**config.mk**
```make
export PLATFORM = sky130hd
export DESIGN_NAME = msg_channel_hub
export DESIGN_NICKNAME = d
export VERILOG_FILES = /design/src/rtl/msg_hub_pkg.sv /design/src/rtl/msg_inbox_fifo.sv /design/src/rtl/msg_outbox_slot.sv /design/src/rtl/msg_sig_reg.sv /design/src/rtl/msg_channel_hub.sv
export SDC_FILE = /design/constraint.sdc
export NUM_CORES = 1
export LEC_CHECK = 0
export BUFFER_PORTS_ARGS = -buffer_cell sky130_fd_sc_hd__buf_4
export CAP_MARGIN = 10
export CORE_AREA = 2 2 147 149
export CTS_CLUSTER_DIAMETER = 60
export DETAILED_ROUTE_END_ITERATION = 10
export DIE_AREA = 0 0 149 151
export GPL_TIMING_DRIVEN = 0
export PLACE_DENSITY = 0.84
export SLEW_MARGIN = 25
export SYNTH_ARGS = -nofsm -noshare
export SYNTH_HDL_FRONTEND = slang
export SYNTH_SLANG_ARGS = --single-unit
```
**constraint.sdc**
```tcl
create_clock -name clk -period 5.65 [get_ports clk]
set_input_delay 0.565 -clock clk [delete_from_list [all_inputs] [get_ports clk]]
set_output_delay 0.565 -clock clk [all_outputs]
set_load 0.02 [all_outputs]
```
**src/rtl/msg_hub_pkg.sv**
```systemverilog
package msg_hub_pkg;

    typedef enum logic [1:0] {
        RDCH_INBOX = 2'd0,
        RDCH_SIG0  = 2'd1,
        RDCH_SIG1  = 2'd2,
        RDCH_NONE  = 2'd3
    } rd_chan_e;

    typedef enum logic [1:0] {
        IB_EMPTY = 2'd0,
        IB_PART  = 2'd1,
        IB_FULL  = 2'd2
    } ib_state_e;

    typedef enum logic {
        OB_EMPTY = 1'b0,
        OB_FULL  = 1'b1
    } ob_state_e;

    localparam logic [2:0] HA_INBOX = 3'd0;
    localparam logic [2:0] HA_OUT0  = 3'd1;
    localparam logic [2:0] HA_SIG0  = 3'd3;

endpackage

```
**src/rtl/msg_inbox_fifo.sv**
```systemverilog
module msg_inbox_fifo
    import msg_hub_pkg::*;
#(
    parameter int DATA_W = 32,
    parameter int DEPTH  = 4,
    localparam int AW    = (DEPTH > 1) ? $clog2(DEPTH) : 1,
    localparam int CW    = $clog2(DEPTH + 1)
) (
    input  logic              clk,
    input  logic              rst_n,
    input  logic              push,
    input  logic [DATA_W-1:0] push_data,
    input  logic              pop,
    output logic [DATA_W-1:0] head,
    output logic [CW-1:0]     count,
    output logic              ovf
);

    ib_state_e         state_q, state_d;
    logic [CW-1:0]     cnt_q, cnt_d;
    logic [AW-1:0]     wr_ptr, rd_ptr, wr_addr;
    logic [DATA_W-1:0] mem [DEPTH];
    logic              ovf_q;
    logic              do_pop, overwrite;

    function automatic logic [AW-1:0] ptr_next(input logic [AW-1:0] p);
        return (p == AW'(DEPTH - 1)) ? '0 : p + 1'b1;
    endfunction

    function automatic logic [AW-1:0] ptr_prev(input logic [AW-1:0] p);
        return (p == '0) ? AW'(DEPTH - 1) : p - 1'b1;
    endfunction

    // next-state and count
    always_comb begin
        do_pop    = pop && (state_q != IB_EMPTY);
        overwrite = push && !do_pop && (state_q == IB_FULL);
        cnt_d     = cnt_q;
        unique case (state_q)
            IB_EMPTY: if (push) cnt_d = CW'(1);
            IB_PART:  cnt_d = cnt_q + CW'(push) - CW'(do_pop);
            IB_FULL:  if (do_pop && !push) cnt_d = cnt_q - 1'b1;
            default:  cnt_d = '0;
        endcase
        if (cnt_d == '0)               state_d = IB_EMPTY;
        else if (cnt_d == CW'(DEPTH))  state_d = IB_FULL;
        else                           state_d = IB_PART;
        wr_addr = overwrite ? ptr_prev(wr_ptr) : wr_ptr;
    end

    // state register
    always_ff @(posedge clk or negedge rst_n) begin
        if (!rst_n) begin
            state_q <= IB_EMPTY;
            cnt_q   <= '0;
            wr_ptr  <= '0;
            rd_ptr  <= '0;
            ovf_q   <= 1'b0;
        end else begin
            state_q <= state_d;
            cnt_q   <= cnt_d;
            if (push && !overwrite) wr_ptr <= ptr_next(wr_ptr);
            if (do_pop)             rd_ptr <= ptr_next(rd_ptr);
            if (overwrite)          ovf_q  <= 1'b1;
        end
    end

    always_ff @(posedge clk) begin
        if (push) mem[wr_addr] <= push_data;
    end

    // outputs
    always_comb begin
        head  = mem[rd_ptr];
        count = cnt_q;
        ovf   = ovf_q;
    end

    assert_count_bound_R2: assert property (@(posedge clk) disable iff (!rst_n)
        cnt_q <= CW'(DEPTH));
    assert_empty_state_R2: assert property (@(posedge clk) disable iff (!rst_n)
        (state_q == IB_EMPTY) == (cnt_q == '0));
    assert_ovf_sticky_R4: assert property (@(posedge clk) disable iff (!rst_n)
        ovf_q |=> ovf_q);
    assert_full_hold_R4: assert property (@(posedge clk) disable iff (!rst_n)
        (state_q == IB_FULL && push && !pop) |=> (state_q == IB_FULL && ovf_q));
    assert_swap_no_ovf_R5: assert property (@(posedge clk) disable iff (!rst_n)
        (state_q == IB_FULL && push && pop && !ovf_q) |=> (!ovf_q && state_q == IB_FULL));

endmodule

```
**src/rtl/msg_outbox_slot.sv**
```systemverilog
module msg_outbox_slot
    import msg_hub_pkg::*;
#(
    parameter int DATA_W = 32,
    parameter bit IRQ_EN = 1'b0
) (
    input  logic              clk,
    input  logic              rst_n,
    input  logic              wr,
    input  logic [DATA_W-1:0] wr_data,
    input  logic              rd,
    output logic              full,
    output logic [DATA_W-1:0] data,
    output logic              irq
);

    ob_state_e         state_q, state_d;
    logic [DATA_W-1:0] data_q;

    always_comb begin
        state_d = state_q;
        unique case (state_q)
            OB_EMPTY: if (wr) state_d = OB_FULL;
            OB_FULL:  if (rd) state_d = OB_EMPTY;
            default:  state_d = OB_EMPTY;
        endcase
    end

    always_ff @(posedge clk or negedge rst_n) begin
        if (!rst_n) begin
            state_q <= OB_EMPTY;
            data_q  <= '0;
        end else begin
            state_q <= state_d;
            if (wr && state_q == OB_EMPTY) data_q <= wr_data;
        end
    end

    always_comb begin
        full = (state_q == OB_FULL);
        data = data_q;
        irq  = IRQ_EN && (state_q == OB_FULL);
    end

    assert_write_fills_R6: assert property (@(posedge clk) disable iff (!rst_n)
        (state_q == OB_EMPTY && wr) |=> (full && data == $past(wr_data)));
    assert_full_holds_R6: assert property (@(posedge clk) disable iff (!rst_n)
        (full && !rd) |=> (full && $stable(data)));
    assert_irq_hold_R7: assert property (@(posedge clk) disable iff (!rst_n)
        (irq && !rd) |=> irq);

endmodule

```
**src/rtl/msg_sig_reg.sv**
```systemverilog
module msg_sig_reg #(
    parameter int DATA_W = 32
) (
    input  logic              clk,
    input  logic              rst_n,
    input  logic              or_mode,
    input  logic              wr,
    input  logic [DATA_W-1:0] wr_data,
    input  logic              rd,
    output logic [DATA_W-1:0] value,
    output logic              pending
);

    logic [DATA_W-1:0] val_q, val_d, base;

    always_comb begin
        base  = rd ? '0 : val_q;
        val_d = base;
        if (wr) val_d = or_mode ? (base | wr_data) : wr_data;
    end

    always_ff @(posedge clk or negedge rst_n) begin
        if (!rst_n) val_q <= '0;
        else        val_q <= val_d;
    end

    always_comb begin
        value   = val_q;
        pending = (val_q != '0);
    end

    assert_overwrite_R8: assert property (@(posedge clk) disable iff (!rst_n)
        (wr && !or_mode) |=> (value == $past(wr_data)));
    assert_accumulate_R9: assert property (@(posedge clk) disable iff (!rst_n)
        (wr && or_mode && !rd) |=> (value == ($past(value) | $past(wr_data))));
    assert_clear_on_read_R10: assert property (@(posedge clk) disable iff (!rst_n)
        (rd && !wr) |=> !pending);
    assert_read_write_R11: assert property (@(posedge clk) disable iff (!rst_n)
        (rd && wr) |=> (value == $past(wr_data)));

endmodule

```
**src/rtl/msg_channel_hub.sv**
```systemverilog
module msg_channel_hub
    import msg_hub_pkg::*;
#(
    parameter int DATA_W   = 32,
    parameter int IB_DEPTH = 4,
    localparam int CW      = $clog2(IB_DEPTH + 1)
) (
    input  logic              clk,
    input  logic              rst_n,
    input  logic              core_rd_req,
    input  logic [1:0]        core_rd_chan,
    output logic              core_rd_ack,
    output logic [DATA_W-1:0] core_rd_data,
    input  logic              core_wr_req,
    input  logic              core_wr_chan,
    input  logic [DATA_W-1:0] core_wr_data,
    output logic              core_wr_ack,
    output logic [CW-1:0]     inbox_count,
    output logic [1:0]        outbox_space,
    output logic [1:0]        sig_pending,
    input  logic              host_wr_en,
    input  logic              host_rd_en,
    input  logic [2:0]        host_addr,
    input  logic [DATA_W-1:0] host_wr_data,
    output logic [DATA_W-1:0] host_rd_data,
    input  logic [1:0]        sig_or_mode,
    output logic              inbox_overflow,
    output logic              host_irq
);

    localparam int NCH = 2;

    logic              ib_push, ib_pop;
    logic [DATA_W-1:0] ib_head;
    logic [CW-1:0]     ib_cnt;
    logic              ib_ovf;

    logic [NCH-1:0]    ob_wr, ob_rd, ob_full, ob_irq;
    logic [DATA_W-1:0] ob_data [NCH];
    logic [NCH-1:0]    sg_wr, sg_rd, sg_pend;
    logic [DATA_W-1:0] sg_val [NCH];

    assign ib_push = host_wr_en && (host_addr == HA_INBOX);

    msg_inbox_fifo #(.DATA_W(DATA_W), .DEPTH(IB_DEPTH)) u_inbox (
        .clk(clk), .rst_n(rst_n),
        .push(ib_push), .push_data(host_wr_data),
        .pop(ib_pop), .head(ib_head), .count(ib_cnt), .ovf(ib_ovf)
    );

    for (genvar g = 0; g < NCH; g++) begin : g_ch
        assign ob_rd[g] = host_rd_en && (host_addr == 3'(HA_OUT0 + g));
        assign ob_wr[g] = core_wr_ack && (core_wr_chan == 1'(g));
        assign sg_wr[g] = host_wr_en && (host_addr == 3'(HA_SIG0 + g));
        assign sg_rd[g] = core_rd_ack && (core_rd_chan == 2'(RDCH_SIG0 + g));

        msg_outbox_slot #(.DATA_W(DATA_W), .IRQ_EN(g == NCH - 1)) u_outbox (
            .clk(clk), .rst_n(rst_n),
            .wr(ob_wr[g]), .wr_data(core_wr_data), .rd(ob_rd[g]),
            .full(ob_full[g]), .data(ob_data[g]), .irq(ob_irq[g])
        );

        msg_sig_reg #(.DATA_W(DATA_W)) u_sig (
            .clk(clk), .rst_n(rst_n), .or_mode(sig_or_mode[g]),
            .wr(sg_wr[g]), .wr_data(host_wr_data), .rd(sg_rd[g]),
            .value(sg_val[g]), .pending(sg_pend[g])
        );
    end

    // core read channel: acknowledge only when the selected channel holds data
    always_comb begin
        core_rd_ack  = 1'b0;
        core_rd_data = '0;
        unique case (core_rd_chan)
            RDCH_INBOX: begin
                core_rd_ack  = core_rd_req && (ib_cnt != '0);
                core_rd_data = ib_head;
            end
            RDCH_SIG0: begin
                core_rd_ack  = core_rd_req && sg_pend[0];
                core_rd_data = sg_val[0];
            end
            RDCH_SIG1: begin
                core_rd_ack  = core_rd_req && sg_pend[1];
                core_rd_data = sg_val[1];
            end
            default: begin
                core_rd_ack  = 1'b0;
                core_rd_data = '0;
            end
        endcase
    end

    assign ib_pop      = core_rd_ack && (core_rd_chan == RDCH_INBOX);
    assign core_wr_ack = core_wr_req && !ob_full[core_wr_chan];

    // host side read mux
    always_comb begin
        host_rd_data = '0;
        for (int i = 0; i < NCH; i++) begin
            if (host_addr == 3'(HA_OUT0 + i) && ob_full[i]) host_rd_data = ob_data[i];
        end
    end

    assign inbox_count    = ib_cnt;
    assign outbox_space   = ~ob_full;
    assign sig_pending    = sg_pend;
    assign inbox_overflow = ib_ovf;
    assign host_irq       = |ob_irq;

    assert_rd_blocks_R3: assert property (@(posedge clk) disable iff (!rst_n)
        (core_rd_req && core_rd_chan == RDCH_INBOX && inbox_count == '0) |-> !core_rd_ack);
    assert_wr_blocks_R6: assert property (@(posedge clk) disable iff (!rst_n)
        (core_wr_req && !outbox_space[core_wr_chan]) |-> !core_wr_ack);
    assert_irq_cause_R7: assert property (@(posedge clk) disable iff (!rst_n)
        $rose(host_irq) |-> $past(core_wr_ack && core_wr_chan));
    assert_irq_release_R7: assert property (@(posedge clk) disable iff (!rst_n)
        (host_irq && host_rd_en && host_addr == 3'd2) |=> !host_irq);
    assert_sig_empty_R10: assert property (@(posedge clk) disable iff (!rst_n)
        (core_rd_req && core_rd_chan != RDCH_INBOX && core_rd_chan != RDCH_NONE
         && !sig_pending[core_rd_chan[1]]) |-> !core_rd_ack);

endmodule

```
==> out/metrics.yaml, run 1 <==
die:
  initial_core_util_pct: 54.1
  die-height_um: 151
  pin_count: 153
  core-area_um2: 20800
  die_w_um: 149
  fp-row-count: 53
  dieArea_um2: 22500
timing:
  tightestPinTransition_ps: 873
  whs_ps: 211
  min_period_over_period_pct: 65.0
  hold_viol: 0
  tns_ps: 0
  drv_slew: 0
  fmax_ghz: 0.272
  setup_viol: 0
  fin_crit_ps: 3670
  finClkSkew_ps: 10.4
  rsz0062_at_grt: "false"
  slew_headroom_pct: 41.2
worst_setup_path:
  worstSetupStartpointType: "flop"
  critPathBufInv: 1
  worstSetupEndpointType: "flop"
  critical_path_required_ps: 6050
  critPathMaxStageDelay_ps: 610
  cp_slowest_cell: "nor4_1"
  cp_max_fo: 9
  crit_family: "simple AND/OR/NAND/NOR gates"
  cp.arrival_ps: 4070
  worstSetupPathType: "flop to flop"
  path_cells: "nor4_1, nand4_1, o21ai_2, a31oi_4, ha_1, inv_1, ha_1, fa_1, xnor2_1, nand2_1, o211ai_1, o21a_1, o221ai_2, nor3b_2"
  crit_top_cell: "ha_1"
power:
  power_uw: 5800
  p_int_uw: 4090
  p_switching_uw: 1700
  sw_frac_of_total_pct: 29.4
  p_leak_uw: 0.00566
  p_per_area_nw_per_um2: 419
  p_comb_share_pct: 25.1
  ir_drop_mv: 0.234
  p_clk_share_pct: 29.5
  p_seq_share_pct: 45.4
placement:
  dp_hpwl_um: 19700
  port-buffer-count: 152
  dp.cells: 1144
  placed_cell_area_um2: 13000
  place_congestion: 0.823
routing:
  routed_wirelength_um: 28100
  vias: 7498
  vias_per_cell: 6.26
  initialDrtViolationCount: 787
  wl_per_cell_um: 23.5
  drc: 0
  drtPass1Iterations: 8
  ant_nets: 0
finish:
  fin_cells: 1197
  syn2layout_area_growth_pct: 22.8
  nets: 991
  drive_above_1_share_pct: 37.2
  antenna_cells: 0
  fin_area_um2: 13800
outcome:
  outcome: "completed"
logic_synthesis:
  avgSynthCellArea_um2: 16.1
  synth_cell_type_count: 54
  synth_nets: 791
  synth_cells: 701
  yosysSeqAreaShare_pct: 65.3
  netlist_area_um2: 11300
  synth_edf_count: 128
  synth_warnings: 0
  ys_async_sr_fraction_pct: 52.2
  synthFlopType: "dfrtp_1"
  ys_ff_latch: 268
cts:
  cts_sinks: 268
  insertion_delay_ps: 530
  htreeDepth: 1
  clock_path_buffers: 3
  hold_buffers: 1
  post_cts_buffers: 0
  clk_pin_slew_ps: 60
  cts_tree: "yes"
  root_buffer: "clkbuf_16"
  cts_buffers: 29
  cts_resized: 0
worst_hold_path:
  hp-class: "primary input to flop"
global_routing:
  antenna_found_initial: 0
  grt_use_total_pct: 25.5
  grt_max_degree: 73
  grt_pass1_wl_um: 43600
  gr-total-overflow: 0
  grt_pass1_vias: 7697
job:
  drv_cap: 0
## cell usage in the layout (no fill, tap or decap), drive strengths merged, types with 10 or more instances in the layout
| master | netlist | final |
|---|---|---|
| nor2 | 37 | 37 |
| edfxtp | 128 | 128 |
| ha | 11 | 11 |
| a222oi | 32 | 32 |
| dfrtp | 140 | 140 |
| a21oi | 10 | 10 |
| inv | 13 | 15 |
| nor4 | 16 | 16 |
| mux4 | 32 | 32 |
| mux2 | 67 | 67 |
| clkbuf | 40 | 81 |
| buf | 17 | 185 |
| a22o | 96 | 96 |
## metal layers
layer  global-route usage [%]  vias to the layer above  wire length [um]
li1                         -                     3227                 -
met1                     33.2                     3740             10400
met2                     41.5                      444             13800
met3                     6.42                       87              2710
met4                     10.4                        0              1110
met5                        0                        -                 0
## sequential cells by signal, indices dropped and copies added (netlist names)
name and flops:
g_ch.u_outbox.data 64, g_ch.u_outbox.full 2, g_ch.u_sig.value 64, u_inbox.count 3, u_inbox.mem 128, u_inbox.ovf 1
u_inbox.rd_ptr 2, u_inbox.state_q 2, u_inbox.wr_ptr 2
## synthesized netlist by cell type (2+ instances only)
cell type | count | area, um2
nand2_1 | 7 | 26.3
clkbuf_1 | 40 | 150
o41ai_1 | 2 | 17.5
and3_1 | 3 | 18.8
dfrtp_1 | 140 | 3500
a22o_1 | 95 | 832
buf_2 | 6 | 30.0
nand3b_1 | 3 | 22.5
edfxtp_1 | 128 | 3840
o211ai_1 | 2 | 15.0
mux4_2 | 32 | 721
or3_1 | 2 | 12.5
buf_4 | 3 | 22.5
buf_1 | 2 | 7.51
nand4_1 | 6 | 37.5
inv_1 | 12 | 45.0
nor2b_1 | 4 | 25.0
a21oi_4 | 2 | 32.5
nor3_1 | 4 | 20.0
a21oi_1 | 7 | 35.0
a222oi_1 | 32 | 320
nor2_1 | 37 | 139
buf_6 | 6 | 67.6
nor4_1 | 14 | 87.6
o21ai_2 | 2 | 17.5
or2_2 | 2 | 12.5
nor4_2 | 2 | 25.0
mux2_2 | 66 | 743
ha_1 | 11 | 138
o21ai_0 | 2 | 10.0
nand2b_1 | 3 | 18.8
a31oi_4 | 2 | 42.5
## logic make-up after synthesis
family / Yosys count / share of synthesized area [%]
AO/OA/AOI/OAI: 155 / 12.5
XOR/XNOR: 1 / 0.0778
adder cells (fa/ha/maj): 12 / 1.40
buffers and inverters: 70 / 2.90
flip-flops: 268 / 65.3
multiplexers: 99 / 13.1
AND/OR/NAND/NOR: 96 / 4.72
## power by group through the flow
| stage | logic [uW] | registers (uW) | clock network [uW] |
|---|---|---|---|
| 2_1_floorplan | 980 | 2590 | 0 |
| 3_3_place_gp | 1380 | 2630 | 0 |
| 3_5_place_dp | 1450 | 2650 | 0 |
| 4_1_cts | 1470 | 2620 | 1740 |
| 5_1_grt | 1570 | 2670 | 1810 |
| 6_report | 1460 | 2630 | 1710 |
## through the flow
stage	setup WS [ps]	util (%)
2_1_floorplan	32.8	-
3_3_place_gp	-2860	61.2
3_5_place_dp	1880	62.2
4_1_cts	2010	66.4
5_1_grt	1850	66.4
6_report	1980	66.4
## worst paths after layout
kind,startpoint,endpoint,slack (ps),cells past startpoint
setup / recovery,g_ch[0].u_sig.value[15]$_DFF_PN0_,u_inbox.state_q[1]$_DFF_PN0_,1980,14
hold / removal,host_rd_en,g_ch[1].u_outbox.full$_DFF_PN0_,210,2
setup reg to reg,g_ch[0].u_sig.value[15]$_DFF_PN0_,u_inbox.state_q[1]$_DFF_PN0_,1980,14
hold reg to reg,u_inbox.ovf$_DFFE_PN0P_,u_inbox.ovf$_DFFE_PN0P_,460,1
max in group asynchronous,rst_n,u_inbox.rd_ptr[1]$_DFFE_PN0P_,4320,3
min in group asynchronous,rst_n,g_ch[1].u_outbox.data[11]$_DFFE_PN0P_,590,2
## area by class of cell
class | instances | area (um2)
sequential | 268 | 7350
fill | 1405 | 7000
multi-input combinational | 363 | 3620
timing repair buffer | 169 | 1320
clock buffer | 41 | 791
tap | 275 | 344
buffer | 57 | 278
clock inverter | 11 | 71.3
inverter | 13 | 48.8
Note: power is estimated with default switching activity, not from simulation.
==> run 2, diff against run 1 <==
CORE_AREA = 2 2 151 153   (was 2 2 147 149)
DIE_AREA = 0 0 153 155   (was 0 0 149 151)
clock period = 3.2 ns   (was 5.65 ns; I/O delays follow)
==> out/metrics.yaml, run 2 (synthesized netlist as in run 1, its figures left out) <==
worst_setup_path:
  worstSetupEndpointType: "flop"
  worstSetupPathType: "flop to flop"
  cp_max_fo: 3  # -6
  r2r-end: "u_inbox.state_q[1]$_DFF_PN0_"
  worstSetupStartpointType: "flop"
  rrSetupSlack_ps: -100  # -2070 ps
  r2r_cells: 14  # unchanged
  critical_path_required_ps: 3620  # -2430 ps
  r2r_start: "g_ch[0].u_sig.value[2]$_DFF_PN0_"
  cp.arrival_ps: 3720  # -350 ps
die:
  core-area_um2: 22200  # +6.7%
  die_w_um: 153  # +2.7%
  fp-row-count: 55  # +3.8%
  pin_count: 153  # unchanged
  initial_core_util_pct: 50.6  # -3.4 points
  die-height_um: 155  # +2.6%
  dieArea_um2: 23700  # +5.4%
finish:
  largest_reg_flops: 128  # unchanged
  final_cell_mix: "166 x buf_4, 136 x dfrtp_1, 128 x edfxtp_1"
  drive_above_1_share_pct: 39.0  # +1.8 points
  top_register: "u_inbox.mem"
  syn2layout_area_growth_pct: 28.7
  nets: 1022  # +3.1%
  antenna_cells: 0  # unchanged
  final_common_cell: "buf_4"
outcome:
  violations: "negative setup slack"
  outcome: "finished with violations"
cts:
  cts_sinks: 268  # unchanged
  root_buffer: "clkbuf_16"
  cts_tree: "yes"
  insertion_delay_ps: 560  # +30 ps
  clock_path_buffers: 3  # unchanged
  clk_pin_slew_ps: 60  # about the same
  htreeDepth: 1  # unchanged
  cts_buffers: 28  # -3.4%
timing:
  fin_crit_ps: 3300  # -376 ps
  setup_viol: 1  # +1
  finalWorstSetupSlack_ps: -97.8  # -2070 ps
  whs_ps: 18.4  # -193 ps
  rsz0062_at_grt: "true"
  finClkSkew_ps: 24.1  # +13.6 ps
  fmax_ghz: 0.303  # +11%
  hold_viol: 0  # unchanged
  slew_headroom_pct: 47.6  # +6.4 points
  min_period_over_period_pct: 103  # +38 points
  tightestPinTransition_ps: 784  # -89.1 ps
  drv_slew: 0  # unchanged
power:
  power_uw: 10800  # +87%
  p_leak_uw: 0.00591  # +4.4%
  ir_drop_mv: 0.431  # +85%
  p_per_area_nw_per_um2: 748  # +78%
placement:
  place_ws_ps: -432  # -2310 ps
  port-buffer-count: 152  # unchanged
  place_congestion: 0.852  # +3.6%
  dp_hpwl_um: 19400  # -1.5%
routing:
  vias_per_cell: 6.25  # -0.21%
  initialDrtViolationCount: 1163  # +48%
  routed_wirelength_um: 29800  # +6.2%
  vias: 7745  # +3.3%
  ant_nets: 0  # unchanged
  wl_per_cell_um: 24.1  # +2.6%
  drc: 0  # unchanged
  drtPass1Iterations: 8  # unchanged
global_routing:
  grt.busiest_layer: "met2"
  grt_pass1_vias: 7898  # +2.6%
  gr-total-overflow: 0  # unchanged
  antenna_found_initial: 0  # unchanged
  grtUsageMet2_pct: 41.3  # -0.13 points
  grt_max_degree: 74  # +1.4%
  grt_pass1_wl_um: 45200  # +3.6%
  gr-usage-met1_pct: 31.4  # -1.8 points
  met3_usage_pct: 4.87  # -1.5 points
  grt_use_total_pct: 24.4  # -1.1 points
worst_hold_path:
  worstHoldStart: "core_wr_data[1]"
  holdPathStages: 2  # unchanged
  hp-class: "primary input to flop"
  hold_end: "g_ch[1].u_outbox.data[1]$_DFFE_PN0P_"
job:
  drv_cap: 0  # unchanged
## run 2: how the worst max path moves through the flow
stage	from	endpoint	slack [ps]	depth (start not counted)
finish	g_ch[0].u_sig.value[2]$_DFF_PN0_	u_inbox.state_q[1]$_DFF_PN0_	-100	14
global route	g_ch[0].u_sig.value[2]$_DFF_PN0_	u_inbox.state_q[1]$_DFF_PN0_	-240	14
CTS	g_ch[0].u_sig.value[0]$_DFF_PN0_	u_inbox.state_q[1]$_DFF_PN0_	-30	14
detailed placement	g_ch[1].u_sig.value[15]$_DFF_PN0_	u_inbox.state_q[1]$_DFF_PN0_	-430	14
global placement	core_rd_chan[0]	u_inbox.mem[0][4]$_DFFE_PP_	-2190	9
floorplan	u_inbox.count[1]$_DFF_PN0_	u_inbox.mem[0][0]$_DFFE_PP_	-630	8
## run 2: cell type report
class	count	area [um2]
Multi-Input combinational cell	363	3790
Timing Repair Buffer	201	1670
Fill cell	1530	7740
Sequential cell	268	7350
Clock buffer	38	808
Buffer	57	294
Inverter	13	48.8
Tap cell	285	357
Clock inverter	14	169
## run 2: critical path, cell delays in order, from the launching register on
cell and delay [ps]:
dfrtp_1 490, nor4_4 370, nand4_1 260, o21ai_4 250
a31oi_4 140, ha_4 290, inv_2 40, ha_4 140
fa_2 350, xnor2_2 150, nand2_1 90, o211ai_1 130
o21a_1 170, o221ai_2 110, nor3b_2 170
## run 2: report_power, final
group | switching [uW] | leakage, uW | internal [uW]
sequential | 492 | 0.00288 | 4210
clock | 1370 | 0.000475 | 2020
combinational | 1350 | 0.00256 | 1390
total | 3210 | 0.00591 | 7630
## run 2: layer usage
layer	part of all wire [%]	vias to the layer above
li1	-	3286
met2	50	467
met3	8.6	85
met4	3.9	0
met5	0	-
met1	37	3907
## run 2: what timing repair did
item	4_1_cts	5_1_grt
buffers inserted	5	2
pin swaps	10	13
hold buffers	31	1
hold endpoints to repair	173	4
setup endpoints to repair	86	40
gates resized for setup	17	22
## run 2: stage by stage
| stage | setup TNS, ps | util (%) | cells | cell area [um2] |
|---|---|---|---|---|
| 3_3_place_gp | -163680 | 57.6 | 1138 | 12800 |
| 3_5_place_dp | -4780 | 58.3 | 1148 | 13000 |
| 5_1_grt | -326 | 65.2 | 1239 | 14500 |
| 2_1_floorplan | -40590 | - | 701 | 11300 |
| 4_1_cts | -34.0 | 64.7 | 1236 | 14400 |
| 6_report | -97.8 | 65.2 | 1239 | 14500 |
==> run 3, diff against run 2 <==
CORE_AREA = 2 2 158 160   (was 2 2 151 153)
DIE_AREA = 0 0 160 162   (was 0 0 153 155)
PLACE_DENSITY = 0.78   (was 0.84)
SKIP_LAST_GASP = 1   (was not set)
==> out/metrics.yaml, run 3 (synthesized netlist as in run 1, its figures left out) <==
worst_hold_path:
  worstHoldStart: "host_wr_data[6]"
  holdPathStages: 1  # -1
  hp-class: "primary input to flop"
  hold_end: "u_inbox.mem[1][6]$_DFFE_PP_"
worst_setup_path:
  worstSetupPathType: "flop to flop"
  path_cells: "nor4_4, nand4_1, o21ai_4, a31oi_4, ha_1, inv_1, ha_2, fa_2, xnor2_1, nand2_1, o211ai_1, o21a_1, o221ai_2, nor3b_2"
  critPathMaxStageDelay_ps: 420  # -70 ps
  r2r_cells: 14  # unchanged
  cp.arrival_ps: 3560  # -160 ps
  cp_max_fo: 2  # -1
  rrSetupSlack_ps: 40  # +140 ps
  cp_slowest_cell: "dfrtp_1"
  critical_path_required_ps: 3600  # -20 ps
  worstSetupEndpointType: "flop"
  r2r-end: "u_inbox.state_q[1]$_DFF_PN0_"
  worstSetupStartpointType: "flop"
  r2r_start: "g_ch[1].u_sig.value[15]$_DFF_PN0_"
power:
  sw_frac_of_total_pct: 29.4  # -0.21 points
  p_per_area_nw_per_um2: 736  # -1.7%
  p_leak_uw: 0.00589  # -0.46%
  p_clk_share_pct: 31.0  # -0.3 points
  p_seq_share_pct: 43.9  # +0.5 points
  p_switching_uw: 3130  # -2.7%
  ir_drop_mv: 0.445  # +3.1%
  p_int_uw: 7490  # -1.7%
  power_uw: 10600  # -2.0%
  p_comb_share_pct: 25.1  # -0.2 points
timing:
  fin_crit_ps: 3160  # -136 ps
  fmax_ghz: 0.316  # +4.3%
  hold_viol: 0  # unchanged
  finClkSkew_ps: 37.5  # +13.5 ps
  setup_viol: 0  # -1
  min_period_over_period_pct: 98.8  # -4.2 points
  tightestPinTransition_ps: 757  # -26.6 ps
  finalWorstSetupSlack_ps: 38.2  # +136 ps
  drv_slew: 0  # unchanged
  whs_ps: 12.5  # -5.89 ps
  rsz0062_at_grt: "true"
  slew_headroom_pct: 49.4  # +1.8 points
finish:
  final_common_cell: "buf_4"
  final_cell_mix: "167 x buf_4, 140 x dfrtp_1, 128 x edfxtp_1"
  drive_above_1_share_pct: 38.3  # -0.72 points
  antenna_cells: 0  # unchanged
  fin_cells: 1275  # +2.9%
  nets: 1020  # -0.20%
  syn2layout_area_growth_pct: 28.2
  utilization_pct: 59.9  # -5.3 points
  top_register: "u_inbox.mem"
  largest_reg_flops: 128  # unchanged
placement:
  place_congestion: 0.873  # +2.5%
  port-buffer-count: 152  # unchanged
  dp_hpwl_um: 19400  # -0.33%
  place_ws_ps: -440  # -7.67 ps
  dp.cells: 1189  # +3.6%
cts:
  cts_buffers: 27  # -3.6%
  cts_tree: "yes"
  insertion_delay_ps: 560  # about the same
  root_buffer: "clkbuf_16"
  clock_path_buffers: 3  # unchanged
  clk_pin_slew_ps: 70  # about the same
  cts_sinks: 268  # unchanged
  htreeDepth: 1  # unchanged
die:
  fp-row-count: 57  # +3.6%
  pin_count: 153  # unchanged
  initial_core_util_pct: 46.7  # -3.9 points
  die_w_um: 160  # +4.6%
  dieArea_um2: 25900  # +9.3%
  die-height_um: 162  # +4.5%
  core-area_um2: 24100  # +8.4%
routing:
  wl_per_cell_um: 22.1  # -8.2%
  vias_per_cell: 5.85  # -6.4%
  initialDrtViolationCount: 582  # -50%
  drtPass1Iterations: 9  # +1
  drc: 0  # unchanged
  vias: 7461  # -3.7%
  ant_nets: 0  # unchanged
  routed_wirelength_um: 28200  # -5.6%
global_routing:
  antenna_found_initial: 0  # unchanged
  grt_pass1_wl_um: 43900  # -2.8%
  gr-total-overflow: 0  # unchanged
  grt_max_degree: 90  # +22%
  grt_use_total_pct: 21.7  # -2.7 points
  grt_pass1_vias: 7803  # -1.2%
job:
  drv_cap: 0  # unchanged
outcome:
  outcome: "completed"
==> run 3: changes by cell type in the layout (fill, tap and decap cells not counted), sizes merged <==
cell	before	now
clkinv	7	8
clkinvlp	2	3
dlygate4sd3	32	29
bufinv	3	4
inv	15	18
clkbuf	78	72
==> run 3: worst max-delay path: cells and delay by family, from the launching register on <==
kind	cells	cell delay (ps)
simple gates	4	860
flops	1	420
fa+ha+maj	3	810
compound gates	5	730
buf+inv	1	40
xor+xnor	1	150
==> run 3: worst max-delay path by stage <==
| stage | from | to | slack [ps] | cells after the start |
|---|---|---|---|---|
| 2_1_floorplan | u_inbox.count[1]$_DFF_PN0_ | u_inbox.mem[0][0]$_DFFE_PP_ | -630 | 8 |
| 3_3_place_gp | core_rd_chan[0] | u_inbox.mem[3][3]$_DFFE_PP_ | -2260 | 9 |
| 3_5_place_dp | g_ch[1].u_sig.value[15]$_DFF_PN0_ | u_inbox.state_q[1]$_DFF_PN0_ | -440 | 14 |
| 4_1_cts | g_ch[1].u_sig.value[19]$_DFF_PN0_ | u_inbox.state_q[1]$_DFF_PN0_ | -70 | 14 |
| 5_1_grt | g_ch[1].u_sig.value[15]$_DFF_PN0_ | u_inbox.state_q[1]$_DFF_PN0_ | -120 | 14 |
| 6_report | g_ch[1].u_sig.value[15]$_DFF_PN0_ | u_inbox.state_q[1]$_DFF_PN0_ | 40 | 14 |
==> run 3: routing by layer <==
| metal | track usage (%) | part of all wire (%) |
|---|---|---|
| met4 | 6.67 | 2.8 |
| met5 | 0 | 0 |
| met1 | 28.8 | 40 |
| met2 | 36.3 | 50 |
| met3 | 4.44 | 7.5 |
==> run 3: through the flow <==
stage | instance area [um2] | setup TNS (ps)
CTS | 14400 | -70.7
global placement | 12800 | -171040
detailed placement | 13100 | -6500
finish | 14400 | 0
floorplan | 11300 | -40590
global route | 14400 | -192
==> run 3: layout make-up <==
class	instances	area, um2
fillers	1809	9670
flip-flops and latches	268	7350
multi-input cells	363	3730
repair buffers	200	1680
clock buffers	30	687
well taps	324	405
plain buffers	57	290
clock inverters	20	254
inverters	13	48.8
==> run 3: what timing repair did <==
| action | in CTS | in global routing |
|---|---|---|
| hold buffers | 29 | 0 |
| gates resized for setup | 14 | 7 |
| setup endpoints to repair | 87 | 6 |
| pin swaps | 10 | 7 |
| buffers inserted | 5 | 2 |
| hold endpoints to repair | 156 | 0 |
==> run 3: power groups by stage <==
| stage | registers, uW | logic (uW) | clock network, uW |
|---|---|---|---|
| floorplan | 4570 | 1740 | 0 |
| global placement | 4650 | 2470 | 0 |
| detailed placement | 4680 | 2570 | 0 |
| CTS | 4640 | 2650 | 3330 |
| global route | 4720 | 2860 | 3490 |
| finish | 4660 | 2670 | 3300 |
